===== src/rtl/pcm_pkg.sv =====
package pcm_pkg;
  // Reference level of soft-start step s; integer division as the requirement states.
  function automatic int unsigned ss_level(int unsigned s, int unsigned steps,
                                           int unsigned lo, int unsigned hi);
    return lo + (s * (hi - lo)) / (steps - 1);
  endfunction
endpackage


===== src/rtl/pcm_period_meas.sv =====
module pcm_period_meas #(
  parameter int unsigned CNT_W      = 12,
  parameter int unsigned DEF_PERIOD = 1250
) (
  input  logic             clk_i,
  input  logic             rst_ni,
  input  logic             start_i,
  output logic [CNT_W-1:0] period_o
);
  localparam logic [CNT_W-1:0] CNT_MAX = '1;
  localparam logic [CNT_W-1:0] DEF_P   = CNT_W'(DEF_PERIOD);

  logic [CNT_W-1:0] cnt_q, last_q;
  logic             seen_q;

  always_ff @(posedge clk_i or negedge rst_ni) begin
    if (!rst_ni) begin
      cnt_q  <= '0;
      last_q <= DEF_P;
      seen_q <= 1'b0;
    end else if (start_i) begin
      cnt_q  <= CNT_W'(1);
      seen_q <= 1'b1;
      if (seen_q) last_q <= cnt_q;
    end else if (cnt_q != CNT_MAX) begin
      cnt_q <= cnt_q + 1'b1;
    end
  end

  assign period_o = last_q;
endmodule


===== src/rtl/pcm_soft_start.sv =====
module pcm_soft_start #(
  parameter int unsigned SS_STEPS    = 4,
  parameter int unsigned SS_STEP_CYC = 375000,
  parameter int unsigned REF_W       = 8,
  parameter int unsigned REF_START   = 30,
  parameter int unsigned REF_END     = 80
) (
  input  logic             clk_i,
  input  logic             rst_ni,
  input  logic             restart_i,
  output logic [REF_W-1:0] ref_o
);
  localparam int unsigned STEP_W = (SS_STEPS > 2) ? $clog2(SS_STEPS) : 1;
  localparam int unsigned TMR_W  = (SS_STEP_CYC > 2) ? $clog2(SS_STEP_CYC) : 1;
  localparam logic [STEP_W-1:0] LAST_STEP = STEP_W'(SS_STEPS - 1);
  localparam logic [TMR_W-1:0]  TMR_END   = TMR_W'(SS_STEP_CYC - 1);

  logic [STEP_W-1:0] step_q;
  logic [TMR_W-1:0]  tmr_q;
  logic [REF_W-1:0]  lvl [SS_STEPS];

  for (genvar k = 0; k < SS_STEPS; k++) begin : g_lvl
    assign lvl[k] = REF_W'(pcm_pkg::ss_level(k, SS_STEPS, REF_START, REF_END));
  end

  always_ff @(posedge clk_i or negedge rst_ni) begin
    if (!rst_ni) begin
      step_q <= '0;
      tmr_q  <= '0;
    end else if (restart_i) begin
      step_q <= '0;
      tmr_q  <= '0;
    end else if (step_q != LAST_STEP) begin
      if (tmr_q == TMR_END) begin
        tmr_q  <= '0;
        step_q <= step_q + 1'b1;
      end else begin
        tmr_q <= tmr_q + 1'b1;
      end
    end
  end

  assign ref_o = lvl[step_q];
endmodule


===== src/rtl/pcm_gate_ctrl.sv =====
module pcm_gate_ctrl #(
  parameter int unsigned CNT_W      = 12,
  parameter int unsigned LEB_CYC    = 40,
  parameter int unsigned SAMPLE_CYC = 50,
  parameter int unsigned LOW_LIMIT  = 3
) (
  input  logic             clk_i,
  input  logic             rst_ni,
  input  logic             restart_i,
  input  logic             period_start_i,
  input  logic             pwm_trip_i,
  input  logic             ocp_trip_i,
  input  logic             cs_low_i,
  input  logic [CNT_W-1:0] period_i,
  output logic             gate_o,
  output logic             slope_en_o,
  output logic             fault_o
);
  localparam int unsigned MUL_W = CNT_W + 3;
  localparam int unsigned LOW_W = $clog2(LOW_LIMIT + 1);
  localparam logic [LOW_W-1:0] LOW_LAST = LOW_W'(LOW_LIMIT - 1);

  logic             gate_q, fault_q;
  logic [CNT_W-1:0] on_q;
  logic [LOW_W-1:0] low_q;

  logic [MUL_W-1:0] on_x4, on_x5, per_x2, per_x3;
  logic blank_done, trip_cut, max_cut, sample_hit, low_last;

  // Duty thresholds as constant multiplies; no divider on the period.
  always_comb begin
    on_x4  = MUL_W'(on_q) << 2;
    on_x5  = on_x4 + MUL_W'(on_q);
    per_x2 = MUL_W'(period_i) << 1;
    per_x3 = per_x2 + MUL_W'(period_i);
  end

  assign blank_done = on_q > CNT_W'(LEB_CYC);
  assign trip_cut   = gate_q && blank_done && (pwm_trip_i || ocp_trip_i);
  assign max_cut    = gate_q && (on_x4 >= per_x3);
  assign sample_hit = gate_q && (on_q == CNT_W'(SAMPLE_CYC));
  assign low_last   = sample_hit && cs_low_i && (low_q == LOW_LAST);

  always_ff @(posedge clk_i or negedge rst_ni) begin
    if (!rst_ni) begin
      gate_q  <= 1'b0;
      fault_q <= 1'b0;
      on_q    <= '0;
      low_q   <= '0;
    end else if (restart_i) begin
      gate_q  <= 1'b0;
      fault_q <= 1'b0;
      on_q    <= '0;
      low_q   <= '0;
    end else if (gate_q) begin
      on_q <= on_q + 1'b1;
      if (sample_hit) low_q <= (cs_low_i && !low_last) ? low_q + 1'b1 : '0;
      if (low_last) fault_q <= 1'b1;
      if (trip_cut || max_cut || low_last) gate_q <= 1'b0;
    end else if (period_start_i && !fault_q) begin
      gate_q <= 1'b1;
      on_q   <= CNT_W'(1);
    end
  end

  assign gate_o     = gate_q;
  assign fault_o    = fault_q;
  assign slope_en_o = gate_q && (on_x5 > per_x2);
endmodule


===== src/rtl/pcm_cycle_ctrl.sv =====
module pcm_cycle_ctrl #(
  parameter int unsigned CNT_W       = 12,
  parameter int unsigned DEF_PERIOD  = 1250,
  parameter int unsigned LEB_CYC     = 40,
  parameter int unsigned SAMPLE_CYC  = 50,
  parameter int unsigned LOW_LIMIT   = 3,
  parameter int unsigned SS_STEPS    = 4,
  parameter int unsigned SS_STEP_CYC = 375000,
  parameter int unsigned REF_W       = 8,
  parameter int unsigned REF_START   = 30,
  parameter int unsigned REF_END     = 80
) (
  input  logic             clk_i,
  input  logic             rst_ni,
  input  logic             period_start_i,
  input  logic             pwm_trip_i,
  input  logic             ocp_trip_i,
  input  logic             cs_low_i,
  input  logic             restart_i,
  output logic             gate_o,
  output logic             slope_en_o,
  output logic [REF_W-1:0] ref_code_o,
  output logic             fault_o
);
  logic [CNT_W-1:0] period_w;

  pcm_period_meas #(
    .CNT_W      (CNT_W),
    .DEF_PERIOD (DEF_PERIOD)
  ) i_period (
    .clk_i    (clk_i),
    .rst_ni   (rst_ni),
    .start_i  (period_start_i),
    .period_o (period_w)
  );

  pcm_soft_start #(
    .SS_STEPS    (SS_STEPS),
    .SS_STEP_CYC (SS_STEP_CYC),
    .REF_W       (REF_W),
    .REF_START   (REF_START),
    .REF_END     (REF_END)
  ) i_ss (
    .clk_i     (clk_i),
    .rst_ni    (rst_ni),
    .restart_i (restart_i),
    .ref_o     (ref_code_o)
  );

  pcm_gate_ctrl #(
    .CNT_W      (CNT_W),
    .LEB_CYC    (LEB_CYC),
    .SAMPLE_CYC (SAMPLE_CYC),
    .LOW_LIMIT  (LOW_LIMIT)
  ) i_gate (
    .clk_i          (clk_i),
    .rst_ni         (rst_ni),
    .restart_i      (restart_i),
    .period_start_i (period_start_i),
    .pwm_trip_i     (pwm_trip_i),
    .ocp_trip_i     (ocp_trip_i),
    .cs_low_i       (cs_low_i),
    .period_i       (period_w),
    .gate_o         (gate_o),
    .slope_en_o     (slope_en_o),
    .fault_o        (fault_o)
  );
endmodule


===== config.mk =====
export PLATFORM = sky130hd
export DESIGN_NAME = pcm_cycle_ctrl
export DESIGN_NICKNAME = d
export VERILOG_FILES = /design/src/rtl/pcm_pkg.sv /design/src/rtl/pcm_period_meas.sv /design/src/rtl/pcm_soft_start.sv /design/src/rtl/pcm_gate_ctrl.sv /design/src/rtl/pcm_cycle_ctrl.sv
export SDC_FILE = /design/constraint.sdc
export NUM_CORES = 1
export LEC_CHECK = 0
export BUFFER_PORTS_ARGS = -buffer_cell sky130_fd_sc_hd__clkbuf_2
export CAP_MARGIN = 15
export CORE_AREA = 4 4 97 99
export CTS_CLUSTER_SIZE = 28
export DETAILED_ROUTE_END_ITERATION = 7
export DIE_AREA = 0 0 101 103
export PLACE_DENSITY = 0.74
export SLEW_MARGIN = 40
export SYNTH_ARGS = -nofsm -noshare
export SYNTH_HDL_FRONTEND = slang
export SYNTH_SLANG_ARGS = --single-unit

===== constraint.sdc =====
create_clock -name clk_i -period 3.6 [get_ports clk_i]
set_input_delay 0.9 -clock clk_i [delete_from_list [all_inputs] [get_ports clk_i]]
set_output_delay 0.9 -clock clk_i [all_outputs]
set_load 0.005 [all_outputs]

# Word-level counts from Yosys, hierarchy flattened
# Index checks and enable logic that the tools add are counted.
# W data, S select, Z words.
[word_totals]
inputBits = 7
output_inout_bits = 11
wordCells = 76
regBits = 62
[classes]
n_reduce_logical = 25
magnitude_cmp = 4
n_mux = 25
n_bitwise = 1
eq_ne = 5
add_sub_neg = 7
[op_table]
columns = ["cell", "n"]
rows = [
  ["$mux W12", 5],
  ["$mux W19", 3],
  ["$add A12 B1 Y12 const B", 2],
  ["$add A19 B1 Y19 const B", 1],
  ["$eq A19 B19 Y1 const B", 1],
  ["$bmux W8 S2", 1],
  ["$mux W8", 2],
  ["$add A14 B12 Y15", 1],
  ["$ge A14 B15 Y1", 1],
  ["$gt A15 B13 Y1", 1],
  ["$add A13 B12 Y14", 1],
  ["$mux W2", 7],
  ["$eq A12 B6 Y1 const B", 1],
  ["$gt A12 B6 Y1 const B", 1],
  ["$ne A12 B12 Y1 const B", 1],
  ["$reduce_bool A2 Y1", 6],
  ["$logic_and A1 B1 Y1", 9],
  ["$reduce_and A2 Y1", 4],
  ["$mux W1", 7],
  ["$add A2 B1 Y2 const B", 2],
  ["$ge A3 B3 Y1 const B", 1],
  ["$logic_or A1 B1 Y1", 3],
  ["$not A2 Y3", 1],
  ["$reduce_bool A3 Y1", 1],
  ["3 further kinds", 4],
]

# Depth between registers and ports, before layout
# Gate-level depths: netlist of the first run.
[logic_depth]
ltp_word = 10
ltp_mapped = 15
mapped_depth_nobuf = 15

# Hierarchy
# From an unflattened synthesis of the first run, not the netlist that was laid out.
[hier_totals]
hier_cells = 546
area_unflattened_um2 = 4911.0
[modules_own_cells]
columns = ["module", "seq_area_each_um2", "cells_per_inst", "area_per_inst_um2", "n_inst"]
rows = [
  ["pcm_gate_ctrl", 400.4, 303, 2406.1, 1],
  ["pcm_soft_start", 525.5, 150, 1366.3, 1],
  ["pcm_period_meas", 631.9, 93, 1138.6, 1],
]

# Worst setup path after synthesis of the first run
# Ideal clock, no wire load.
[synth_timing]
kind = "register to output"
startpoint = "register i_gate.on_q[0]"
endpoint = "output port slope_en_o"
required_ps = 2700
path_buffers = 0
path_slack_ps = -277
arrival_ps = 2977
stages_incl_launch_ff = 15
path_cell_list = "dfrtp_1 -> ha_1 -> fa_1 -> a211oi_2 -> nor2_1 -> o31a_1 -> o21a_1 -> nor2_1 -> xnor2_1 -> ha_1 -> a211oi_1 -> o21ai_0 -> a21oi_1 -> o21ai_0 -> a32o_1"
[synth_via]
elab_chain_cells = 3
[synth_lines]
columns = ["element", "line_no", "rtl"]
rows = [
  ["from (decl)", "pcm_gate_ctrl.sv:24", "logic [CNT_W-1:0] on_q;"],
  ["from (signal assigned)", "pcm_gate_ctrl.sv:56", "on_q <= on_q + 1'b1;"],
  ["$add A14 B12 Y15", "pcm_gate_ctrl.sv:33", "on_x5 = on_x4 + MUL_W'(on_q);"],
  ["$gt A15 B13 Y1", "pcm_gate_ctrl.sv:68", "assign slope_en_o = gate_q && (on_x5 > per_x2);"],
  ["$logic_and A1 B1 Y1", "pcm_gate_ctrl.sv:68", ""],
  ["to (decl)", "pcm_cycle_ctrl.sv:21", "output logic slope_en_o,"],
]
# No other way between the ends.

# Worst setup path after layout of the first run
# Ends and elaborated chain as after synthesis.

==> flow_summary.rst, run 1 <==
.. list-table::
   :header-rows: 1

   * - Metric
     - Value
   * - RSZ-0062 raised after global routing
     - true
   * - Layer carrying the most global-route usage
     - met2
   * - Design internal power
     - 1.116 mW
   * - Final weighted congestion in routability-driven placement
     - 0.8618
   * - Detailed placement HPWL
     - 7.779 mm
   * - Maximum vdd drop
     - 0.1948 mV
   * - Register-to-Register Setup Slack
     - 0.55 ns
   * - Predominant post-synthesis flop cell
     - sky130_fd_sc_hd__dfrtp_1
   * - Synthesis Warnings
     - 0
   * - Most frequent standard cell in the layout excluding fill and tap cells
     - sky130_fd_sc_hd__nor2_1
   * - Starting density of the core
     - 54.14%
   * - Clock transition at the register clock pins on the worst setup and hold paths after CTS
     - 0.08 ns
   * - Via-to-Cell Ratio
     - 5.670
   * - GRT overflow
     - 0
   * - Number of different library cells in the post-synthesis netlist
     - 54
   * - DR vias
     - 3833
   * - Final setup viols
     - 1
   * - Sink count of the clock tree
     - 62
   * - Final worst slack
     - -0.8661 ns
   * - H-tree level count
     - 3
   * - Netlist area before placement
     - 4629 um2
   * - Most used cells in the layout excluding fill and tap cells
     - sky130_fd_sc_hd__nor2_1, sky130_fd_sc_hd__ha_1, sky130_fd_sc_hd__dfrtp_1
   * - Layout cells sized above 1
     - 18.13%
   * - Sequential fraction of the synthesis area
     - 33.65%
   * - Slew at the pin closest to its max-slew limit
     - 0.7560 ns
   * - CTS Root Cell
     - sky130_fd_sc_hd__clkbuf_8
   * - Global-route met3 utilization
     - 4.330%
   * - Global Route Usage Sum
     - 20.79%
   * - Worst endpoint data arrival time
     - 3.57 ns
   * - Area overhead of the layout relative to synthesis
     - 13.62%
   * - Max Cap Violations
     - 0
   * - Period utilisation layout
     - 124.1%
   * - CTS Buffer Depth
     - 2
   * - Worst min-delay path category
     - reg -> reg
   * - Count of boundary I/O pins
     - 18
   * - Final hold viol count
     - 0
   * - Time the worst path needs with I/O delays and setup
     - 4.466 ns
   * - Data required time of the worst path
     - 2.70 ns
   * - TritonCTS clock tree
     - done
   * - Met2 global-route usage
     - 36.46%
   * - Hold bufs inserted after CTS
     - 0
   * - Post-route ant nets
     - 0
   * - Total power of the final layout
     - 1.560 mW
   * - Worst-path maximum fanout
     - 3
   * - Fmax
     - 223.9 MHz
   * - Vert. Die Dim
     - 103 um
   * - Number of buffers added on ports
     - 16
   * - Count of flip-flops with a built-in enable after synthesis
     - 0
   * - Row count
     - 34
   * - Async S/R FF share, synth
     - 100.0%
   * - Crit. End Element
     - output pin
   * - Violated checks
     - setup timing
   * - Via count of the first global-routing pass
     - 3850
   * - Die area
     - 10400 um2
   * - Sequential Power Share
     - 47.4%
   * - Initial antenna violation count
     - 0
   * - Comb power frac
     - 12.8%
   * - Clock network fraction of total power
     - 39.9%
   * - Switching pwr
     - 443.5 uW
   * - Count of TritonRoute iterations in the first routing pass
     - 4
   * - Synth Net Count
     - 583
   * - Static Leak
     - 2.470 nW
   * - Critical path launch point type
     - flip-flop
   * - Inserted Clock Buffers
     - 9
   * - Maximum number of pins on one net before global-route repair
     - 44
   * - Final core utilization
     - 61.52%
   * - Total wire length after detailed routing
     - 10.19 mm
   * - Count of final max-slew check failures
     - 0
   * - Number of antenna cells inserted
     - 0
   * - Final hold slack
     - 0.4642 ns
   * - Max-slew headroom at the worst pin
     - 49.50%
   * - Post-synthesis average cell area
     - 8.954 um2
   * - Total power density per cell area
     - 296.5 nW/um2
   * - Post-synthesis register bit count
     - 62
   * - Fraction of power spent switching nets
     - 28.43%
   * - Drc violations
     - 0
   * - Area of the core region
     - 8551 um2
   * - Worst setup path class
     - reg -> out
   * - Area share of the largest cell type after synthesis
     - 30.81%
   * - Source-to-sink clock delay at the later pin of the worst-skew pair
     - 0.35 ns
   * - Global-route wire length before repair
     - 17.41 mm
   * - Largest cells by area after synthesis
     - sky130_fd_sc_hd__dfrtp_1, sky130_fd_sc_hd__ha_1, sky130_fd_sc_hd__nor2_1, sky130_fd_sc_hd__xor2_1, sky130_fd_sc_hd__o21ai_0
   * - Avg WL per Cell
     - 15.07 um
   * - Met1 layer usage reported by global route
     - 25.23%
   * - Die extent in x
     - 101 um
   * - Net count reported at finish
     - 629
   * - Post-route clock skew
     - 0.01010 ns
   * - Largest area contributor in the synthesized netlist
     - sky130_fd_sc_hd__dfrtp_1
   * - Run status
     - complete, but fails checks
   * - Cell area after placement
     - 5040 um2
   * - Final design area excluding fillers
     - 5260 um2
   * - Initial drt markers
     - 143
   * - Synthesized netlist cell count
     - 517
==> power groups by stage <==
stage          sequential [mW]  combinational [mW]  clock (mW)
3_5_place_dp             0.752               0.199           0
5_1_grt                  0.742               0.232       0.669
2_1_floorplan            0.746               0.133           0
6_report                 0.739               0.199       0.622
4_1_cts                  0.739               0.201       0.637
3_3_place_gp             0.751               0.192           0
==> critical path, cell delays in order (launching register included) <==
cell and delay (ns):
sky130_fd_sc_hd__dfrtp_2 0.43, sky130_fd_sc_hd__ha_4 0.17, sky130_fd_sc_hd__fa_2 0.38, sky130_fd_sc_hd__a211oi_2 0.26
sky130_fd_sc_hd__nor2_2 0.08, sky130_fd_sc_hd__o31a_1 0.30, sky130_fd_sc_hd__o21ba_1 0.21, sky130_fd_sc_hd__nor2b_1 0.13
sky130_fd_sc_hd__xor2_1 0.14, sky130_fd_sc_hd__ha_1 0.31, sky130_fd_sc_hd__nand4_1 0.10, sky130_fd_sc_hd__nor2_2 0.17
sky130_fd_sc_hd__buf_4 0.12, sky130_fd_sc_hd__nand2_1 0.05, sky130_fd_sc_hd__a32o_1 0.26, sky130_fd_sc_hd__clkbuf_2 0.11
==> repair_timing <==
action                     CTS  global route
setup buffers                1             0
resized for setup            3             3
pin swaps                    1             1
setup endpoints to repair    1             1
==> routing by layer <==
layer / vias to the layer above / wire [um]
met4: 0 / 226
met5: - / 0
met1: 1836 / 4594
met3: 21 / 264
li1: 1923 / -
met2: 53 / 5102
==> flip-flops by register name, summed over array words and instances (netlist names) <==
register and flops:
i_ss.step_q 2, i_gate.gate_o 1, i_gate.low_q 2, i_period.cnt_q 12, i_ss.tmr_q 19, i_period.period_o 12, i_gate.fault_o 1, i_gate.on_q 12
i_period.seen_q 1
==> cell type report <==
type	count	area, um2
Sequential cell	62	1560
Clock inverter	7	75.07
Timing Repair Buffer	49	330.3
Fill cell	746	3291
Tap cell	108	135.1
Multi-Input combinational cell	412	2927
Inverter	29	108.9
Clock buffer	9	123.9
==> worst paths after layout <==
path,from,end,depth (start not counted)
setup / recovery,i_gate.on_q[0]$_DFFE_PN0P_,slope_en_o,15
hold / removal,i_period.seen_q$_DFFE_PN0P_,i_period.seen_q$_DFFE_PN0P_,1
setup reg to reg,i_period.period_o[1]$_DFFE_PN1P_,i_gate.gate_o$_DFF_PN0_,15
hold reg to reg,i_period.seen_q$_DFFE_PN0P_,i_period.seen_q$_DFFE_PN0P_,1
max in group asynchronous,rst_ni,i_ss.tmr_q[4]$_DFFE_PN0P_,2
min in group asynchronous,rst_ni,i_period.cnt_q[3]$_DFFE_PN0P_,1
==> cells in the mapped netlist (6+ instances only) <==
library cell                n
sky130_fd_sc_hd__xor2_1    21
sky130_fd_sc_hd__nor3_1    13
sky130_fd_sc_hd__nand4_1   13
sky130_fd_sc_hd__nand3_1   23
sky130_fd_sc_hd__mux2_2    13
sky130_fd_sc_hd__o21a_1     6
sky130_fd_sc_hd__xnor2_1   18
sky130_fd_sc_hd__dfrtp_1   57
sky130_fd_sc_hd__a21o_1     6
sky130_fd_sc_hd__a31oi_1    6
sky130_fd_sc_hd__ha_1      57
sky130_fd_sc_hd__clkbuf_1   9
sky130_fd_sc_hd__o21ai_0   34
sky130_fd_sc_hd__a211oi_1   7
sky130_fd_sc_hd__nor2_1    67
sky130_fd_sc_hd__a21oi_1   18
sky130_fd_sc_hd__inv_1     29
sky130_fd_sc_hd__nand2_1   33
sky130_fd_sc_hd__and3_1     8
sky130_fd_sc_hd__nor2b_1   10
==> logic make-up after synthesis <==
logic type / after synthesis / share of synthesized area (%)
AND/OR/NAND/NOR: 197 / 21.24
AO/OA/AOI/OAI: 99 / 13.59
flip-flops: 62 / 33.65
adder cells (fa/ha/maj): 59 / 16.27
buffers and inverters: 43 / 3.756
XOR/XNOR: 39 / 7.378
multiplexers: 17 / 4.027
other: 1 / 0.08100
==> per-stage QoR <==
step,setup TNS [ns],setup WS [ns],instances
CTS,-0.8427,-0.8427,676
finish,-0.8661,-0.8661,676
detailed placement,-0.4631,-0.4631,659
global placement,-0.3033,-0.3033,659
global route,-1.031,-1.031,676
floorplan,-0.1641,-0.1641,517
Power figures use the tool's default switching activity.
==> inputs of run 2 (changes only) <==
PLACE_DENSITY = unset   (was 0.74)
PLACE_DENSITY_LB_ADDON = 0.25   (was unset)
==> run 2 against run 1 <==
Sequential power hardly changed. Via count is 0.68% higher. Critical endpoint unchanged. Worst hold slack better by 0.0017 ns. Clock skew hardly changed. The flow still finishes with violations (setup timing). Maximum frequency is 2.3% higher. Global-route usage hardly changed. Routed wire length is 2.4% lower.
==> flow_summary.rst, run 2 (synthesis results as in run 1) <==
.. list-table::
   :header-rows: 1

   * - Metric
     - Value
   * - Run status
     - complete, but fails checks
   * - Violated checks
     - setup timing
   * - Final core utilization
     - 61.90% (+0.38 points)
   * - Vert. Die Dim
     - 103 um (unchanged)
   * - Post-route ant nets
     - 0 (unchanged)
   * - Max incr delay on CP
     - 0.43 ns (about the same)
   * - Hold bufs inserted after CTS
     - 0 (unchanged)
   * - Reg with most FFs
     - i_ss.tmr_q
   * - Final worst slack
     - -0.7666 ns (+0.09948 ns)
   * - Count of boundary I/O pins
     - 18 (unchanged)
   * - Net count reported at finish
     - 632 (+0.48%)
   * - GRT overflow
     - 0 (unchanged)
   * - Data required time of the worst path
     - 2.70 ns (about the same)
   * - Max Cap Violations
     - 0 (unchanged)
   * - Slew at the pin closest to its max-slew limit
     - 0.7120 ns (-0.04402 ns)
   * - Cell-by-cell trace of the critical path
     - ha_4 > fa_2 > a211oi_2 > nor2_1 > o31a_1 > o21a_1 > nor2_1 > xnor2_1 > ha_1 > a211oi_2 > o21ai_1 > a21oi_1 > o21ai_1 > a32o_1 > clkbuf_2
   * - Critical path launch point type
     - flip-flop
   * - Initial antenna violation count
     - 0 (unchanged)
   * - Count of TritonRoute iterations in the first routing pass
     - 5 (+1)
   * - Time the worst path needs with I/O delays and setup
     - 4.367 ns (-0.09948 ns)
   * - Die area
     - 10400 um2 (unchanged)
   * - Starting density of the core
     - 54.14% (unchanged)
   * - Fmax
     - 229.0 MHz (+2.3%)
   * - Crit. End Element
     - output pin
   * - Detailed placement HPWL
     - 7.647 mm (-1.7%)
   * - Total power of the final layout
     - 1.612 mW (+3.4%)
   * - Final weighted congestion in routability-driven placement
     - 0.9229 (+7.1%)
   * - Worst-path maximum fanout
     - 3 (unchanged)
   * - Layout cells sized above 1
     - 17.86% (-0.27 points)
   * - H-tree level count
     - 3 (unchanged)
   * - CTS Root Cell
     - sky130_fd_sc_hd__clkbuf_8
   * - Total wire length after detailed routing
     - 9.948 mm (-2.4%)
   * - Global-route wire length before repair
     - 17.24 mm (-0.99%)
   * - TritonCTS clock tree
     - done
   * - Number of antenna cells inserted
     - 0 (unchanged)
   * - Sink count of the clock tree
     - 62 (unchanged)
   * - Avg WL per Cell
     - 14.65 um (-2.8%)
   * - RSZ-0062 raised after global routing
     - true
   * - Most used cells in the layout excluding fill and tap cells
     - sky130_fd_sc_hd__nor2_1, sky130_fd_sc_hd__ha_1, sky130_fd_sc_hd__dfrtp_1
   * - Final hold viol count
     - 0 (unchanged)
   * - Flip-flop count of the largest register, all copies and words added
     - 19 (unchanged)
   * - Initial drt markers
     - 136 (-4.9%)
   * - Via-to-Cell Ratio
     - 5.683 (+0.23%)
   * - Global Route Usage Sum
     - 20.83% (+0.043 points)
   * - Maximum vdd drop
     - 0.1807 mV (-7.2%)
   * - Row count
     - 34 (unchanged)
   * - Maximum number of pins on one net before global-route repair
     - 42 (-4.5%)
   * - Worst setup path class
     - reg -> out
   * - Die extent in x
     - 101 um (unchanged)
   * - CP max-delay cell
     - sky130_fd_sc_hd__dfrtp_2
   * - Count of final max-slew check failures
     - 0 (unchanged)
   * - Final setup viols
     - 1 (unchanged)
   * - Post-route clock skew
     - 0.009964 ns (-0.0001405 ns)
   * - Worst min-delay path category
     - reg -> reg
   * - Area overhead of the layout relative to synthesis
     - 14.32%
   * - Filler cell count in the final layout
     - 711 (-4.7%)
   * - CTS Buffer Depth
     - 2 (unchanged)
   * - Source-to-sink clock delay at the later pin of the worst-skew pair
     - 0.34 ns (about the same)
   * - Via count of the first global-routing pass
     - 3699 (-3.9%)
   * - Area of the core region
     - 8551 um2 (unchanged)
   * - Period utilisation layout
     - 121.3% (-2.8 points)
   * - DR vias
     - 3859 (+0.68%)
   * - Worst endpoint data arrival time
     - 3.47 ns (-0.10 ns)
   * - Clock transition at the register clock pins on the worst setup and hold paths after CTS
     - 0.07 ns (about the same)
   * - Inserted Clock Buffers
     - 9 (unchanged)
   * - Most frequent standard cell in the layout excluding fill and tap cells
     - sky130_fd_sc_hd__nor2_1
   * - Number of buffers added on ports
     - 16 (unchanged)
   * - Static Leak
     - 2.501 nW (+1.3%)
   * - Drc violations
     - 0 (unchanged)
   * - Buffers inserted during post-CTS setup optimization
     - 0 (-1)
   * - Total power density per cell area
     - 304.6 nW/um2 (+2.7%)
   * - Max-slew headroom at the worst pin
     - 52.44% (+2.9 points)
   * - Final hold slack
     - 0.4659 ns (+0.001724 ns)
==> run 2: cell count changes in the layout (fill, tap and decap cells not counted), sizes merged <==
| cell | previous run | this run |
|---|---|---|
| buf | 33 | 36 |
| clkinv | 3 | 2 |
| bufinv | 1 | 2 |
| clkbuf | 25 | 28 |
| clkinvlp | 3 | 0 |
==> run 2: final timing paths <==
path | start | end | slack, ns | depth (start not counted)
min | i_period.seen_q$_DFFE_PN0P_ | i_period.seen_q$_DFFE_PN0P_ | 0.47 | 1
max | i_gate.on_q[0]$_DFFE_PN0P_ | slope_en_o | -0.77 | 15
min reg2reg | i_period.seen_q$_DFFE_PN0P_ | i_period.seen_q$_DFFE_PN0P_ | 0.47 | 1
min in group asynchronous | rst_ni | i_gate.on_q[5]$_DFFE_PN0P_ | 0.58 | 1
max reg2reg | i_period.period_o[1]$_DFFE_PN1P_ | i_gate.gate_o$_DFF_PN0_ | 0.50 | 15
max in group asynchronous | rst_ni | i_period.cnt_q[5]$_DFFE_PN0P_ | 2.42 | 2
==> run 2: per-stage QoR <==
step / area, um2 / setup slack [ns] / TNS, ns / instances
final: 5293 / -0.7666 / -0.7666 / 679
after global routing: 5293 / -0.9289 / -0.9289 / 679
after CTS: 5293 / -0.7455 / -0.7455 / 679
after detailed placement: 5070 / -0.4092 / -0.4092 / 663
after global placement: 5067 / -0.3084 / -0.3084 / 663
after floorplan: 4647 / -0.1641 / -0.1641 / 517
==> run 2: worst max-delay path: cells and delay by family, from the launching register on <==
| kind | cells | cell delay (ns) |
|---|---|---|
| compound gates | 8 | 1.42 |
| fa+ha+maj | 3 | 0.83 |
| flops | 1 | 0.43 |
| simple gates | 2 | 0.20 |
| xor+xnor | 1 | 0.15 |
| buf+inv | 1 | 0.11 |
==> run 2: layout make-up <==
| type | count | area [um2] | share of cell area (%) |
|---|---|---|---|
| inverters | 29 | 108.9 | 2.057 |
| well taps | 108 | 135.1 | 2.553 |
| flip-flops and latches | 62 | 1560 | 29.48 |
| repair buffers | 52 | 352.8 | 6.667 |
| clock buffers | 12 | 145.1 | 2.742 |
| clock inverters | 4 | 70.07 | 1.324 |
| multi-input cells | 412 | 2920 | 55.18 |
==> run 2: layer usage <==
layer | global-route usage, % | wire, um
met1 | 26.26 | 4411
met2 | 35.80 | 4953
met3 | 3.857 | 369
met4 | 7.669 | 214
met5 | 0 | 0
==> run 2: repair_timing <==
action	in CTS	in global routing
resized for setup	4	0
pin swaps	1	1
setup endpoints to repair	1	1
==> run 2: where the power goes <==
group / switching (mW) / leakage [nW] / total, mW / internal, mW
clock network: 0.265 / 0.110 / 0.672 / 0.407
registers: 0.0237 / 0.826 / 0.739 / 0.715
logic: 0.119 / 1.57 / 0.201 / 0.0821
total: 0.408 / 2.50 / 1.61 / 1.20
==> inputs of run 3 (changes only) <==
HOLD_SLACK_MARGIN = 0.1   (was unset)
RECOVER_POWER = 50   (was unset)
clock period = 5.1 ns   (was 3.6 ns; I/O delays follow)
==> run 3 against run 2 <==
Largest cell class unchanged. Setup slack improved by 0.97 ns. Non-clock buffer count fell by 29. First-iteration DRC count fell by 4.4%. Power fell by 26%. Clock skew rose by 0.0083 ns. Critical path type unchanged. Sequential share of layout area rose by 1.2 points. The run ends with capacitance limit, slew limit left.
==> flow_summary.rst, run 3 (synthesis results as in run 1) <==
.. list-table::
   :header-rows: 1

   * - Metric
     - Value
   * - Avg WL per Cell
     - 14.93 um (+1.9%)
   * - Max-slew headroom at the worst pin
     - -122.6% (-180 points)
   * - Crit. End Element
     - output pin
   * - Data required time of the worst path
     - 3.83 ns (+1.13 ns)
   * - CTS Root Cell
     - sky130_fd_sc_hd__clkbuf_8
   * - Max Cap Violations
     - 1 (+1)
   * - Critical path launch point type
     - flip-flop
   * - Count of boundary I/O pins
     - 18 (unchanged)
   * - Post-route clock skew
     - 0.01828 ns (+0.008320 ns)
   * - Count of final max-slew check failures
     - 63 (+63)
   * - Final core utilization
     - 59.51% (-2.4 points)
   * - Clock transition at the register clock pins on the worst setup and hold paths after CTS
     - 0.07 ns (about the same)
   * - Sink count of the clock tree
     - 62 (unchanged)
   * - Number of buffers added on ports
     - 16 (unchanged)
   * - Global Route Usage Sum
     - 19.96% (-0.88 points)
   * - Post-route ant nets
     - 0 (unchanged)
   * - Run status
     - complete, but fails checks
   * - Most used cells in the layout excluding fill and tap cells
     - sky130_fd_sc_hd__nor2_1, sky130_fd_sc_hd__ha_1, sky130_fd_sc_hd__dfrtp_1
   * - Final hold viol count
     - 0 (unchanged)
   * - Net count reported at finish
     - 603 (-4.6%)
   * - Fmax
     - 204.3 MHz
   * - Initial antenna violation count
     - 0 (unchanged)
   * - Total power of the final layout
     - 1.201 mW (-26%)
   * - Worst min-delay path category
     - reg -> reg
   * - Drc violations
     - 0 (unchanged)
   * - Number of antenna cells inserted
     - 0 (unchanged)
   * - DR vias
     - 3671 (-4.9%)
   * - RSZ-0062 raised after global routing
     - false
   * - Most frequent standard cell in the layout excluding fill and tap cells
     - sky130_fd_sc_hd__nor2_1
   * - Initial drt markers
     - 130 (-4.4%)
   * - Static Leak
     - 2.347 nW (-6.2%)
   * - Via-to-Cell Ratio
     - 5.648 (-0.63%)
   * - Area overhead of the layout relative to synthesis
     - 9.919%
   * - Source-to-sink clock delay at the later pin of the worst-skew pair
     - 0.36 ns (+0.02 ns)
   * - Global-route wire length before repair
     - 16.57 mm (-3.9%)
   * - Time the worst path needs with I/O delays and setup
     - 4.895 ns
   * - Worst-path maximum fanout
     - 7 (+4)
   * - GRT overflow
     - 0 (unchanged)
   * - Reg with most FFs
     - i_ss.tmr_q
   * - Final setup viols
     - 0 (-1)
   * - Cell-by-cell trace of the critical path
     - ha_1 > fa_2 > a211oi_2 > nor2_1 > o31a_1 > o21ba_1 > nor2b_1 > xor2_1 > ha_1 > nand4_1 > nor2_1 > o21ai_0 > o21ai_0 > a32o_1 > clkbuf_2
   * - Slew at the pin closest to its max-slew limit
     - 3.339 ns (+2.627 ns)
   * - Worst setup path class
     - reg -> out
   * - Flip-flop count of the largest register, all copies and words added
     - 19 (unchanged)
   * - Die extent in x
     - 101 um (unchanged)
   * - Maximum number of pins on one net before global-route repair
     - 63 (+50%)
   * - Detailed placement HPWL
     - 7.111 mm (-7.0%)
   * - Combined buffer and inverter count along the critical path
     - 1 (unchanged)
   * - Fin Setup TNS
     - 0 ns (+0.7666 ns)
   * - Count of TritonRoute iterations in the first routing pass
     - 4 (-1)
   * - Row count
     - 34 (unchanged)
   * - CTS Buffer Depth
     - 2 (unchanged)
   * - Violated checks
     - capacitance limit, slew limit
   * - Starting density of the core
     - 54.14% (unchanged)
   * - Worst endpoint data arrival time
     - 3.62 ns (+0.15 ns)
   * - Layout Cells excl Fill
     - 650 (-4.3%)
   * - Layout cells sized above 1
     - 13.28% (-4.6 points)
   * - TritonCTS clock tree
     - done
   * - Die area
     - 10400 um2 (unchanged)
   * - Period utilisation layout
     - 95.98%
   * - Inserted Clock Buffers
     - 9 (unchanged)
   * - CP max-delay cell
     - sky130_fd_sc_hd__dfrtp_2
   * - Total wire length after detailed routing
     - 9.702 mm (-2.5%)
   * - Final weighted congestion in routability-driven placement
     - 0.8700 (-5.7%)
   * - Placed cell count
     - 628 (-5.3%)
   * - Maximum vdd drop
     - 0.1576 mV (-13%)
   * - Dominant delay contributor by cell family on the critical path
     - compound AO/OA/AOI/OAI gates
   * - H-tree level count
     - 3 (unchanged)
   * - Via count of the first global-routing pass
     - 3612 (-2.4%)
   * - Area of the core region
     - 8551 um2 (unchanged)
   * - Vert. Die Dim
     - 103 um (unchanged)
   * - Max incr delay on CP
     - 0.46 ns (+0.03 ns)
   * - Total power density per cell area
     - 236.0 nW/um2 (-23%)
-- run 3: metrics by stage --
stage | instance area [um2] | worst slack [ns] | hold slack, ns
after floorplan | 4629 | 0.8477 | 0.4372
after CTS | 5039 | 0.07376 | 0.4832
after global routing | 5089 | 0.05561 | 0.5096
after detailed placement | 4792 | 0.4842 | 0.4675
final | 5089 | 0.2050 | 0.4783
after global placement | 4787 | 0.5780 | 0.4484
-- run 3: cell type report --
class	instances	area [um2]
Timing Repair Buffer	23	127.6
Clock inverter	7	122.6
Clock buffer	9	123.9
Sequential cell	62	1560
Tap cell	108	135.1
Fill cell	727	3462
Inverter	29	108.9
Multi-Input combinational cell	412	2910
-- run 3: where the power goes --
part / total [mW] / switching [mW] / internal, mW
combinational: 0.136 / 0.0792 / 0.0566
sequential: 0.525 / 0.0203 / 0.505
clock: 0.540 / 0.214 / 0.326
total: 1.20 / 0.314 / 0.887
-- run 3: metal layers --
metal / vias to the layer above / GRT usage [%] / share of wire [%] / wire length [um]
li1: 1870 / - / - / -
met1: 1738 / 25.55 / 47 / 4580
met2: 49 / 34.23 / 49 / 4716
met3: 14 / 3.924 / 2.6 / 252
met4: 0 / 6.135 / 1.6 / 153
met5: - / 0 / 0 / 0
-- run 3: worst register-to-register path, cell delays in order, from the launching register on --
cell,delay [ns]
sky130_fd_sc_hd__dfstp_2,0.56
sky130_fd_sc_hd__ha_1,0.16
sky130_fd_sc_hd__inv_1,0.05
sky130_fd_sc_hd__fa_1,0.39
sky130_fd_sc_hd__nor2b_1,0.13
sky130_fd_sc_hd__o21a_1,0.14
sky130_fd_sc_hd__o211ai_1,0.12
sky130_fd_sc_hd__nand3_1,0.14
sky130_fd_sc_hd__nand2_1,0.07
sky130_fd_sc_hd__xor2_1,0.16
sky130_fd_sc_hd__ha_1,0.31
sky130_fd_sc_hd__nand4_1,0.14
sky130_fd_sc_hd__a211oi_1,0.26
sky130_fd_sc_hd__nand2_1,0.13
sky130_fd_sc_hd__a21oi_1,0.17
sky130_fd_sc_hd__o21ai_0,0.09
-- run 3: worst paths after layout --
| kind | start | to | slack [ns] | cells past startpoint |
|---|---|---|---|---|
| setup reg to reg | i_period.period_o[1]$_DFFE_PN1P_ | i_gate.gate_o$_DFF_PN0_ | 1.96 | 15 |
| hold reg to reg | i_period.seen_q$_DFFE_PN0P_ | i_period.seen_q$_DFFE_PN0P_ | 0.48 | 1 |
| max in group asynchronous | rst_ni | i_gate.on_q[0]$_DFFE_PN0P_ | 0.81 | 2 |
| hold / removal | i_period.seen_q$_DFFE_PN0P_ | i_period.seen_q$_DFFE_PN0P_ | 0.48 | 1 |
| min in group asynchronous | rst_ni | i_period.period_o[9]$_DFFE_PN0P_ | 2.14 | 2 |
| setup / recovery | i_gate.on_q[0]$_DFFE_PN0P_ | slope_en_o | 0.21 | 15 |
-- run 3: what timing repair did --
item | in CTS | in global routing
endpoints found under the setup margin | 0 | 1
endpoints found under the hold margin | 0 | 0
setup buffers | 0 | 6
resized for setup | 0 | 5
hold buffers | 0 | 0
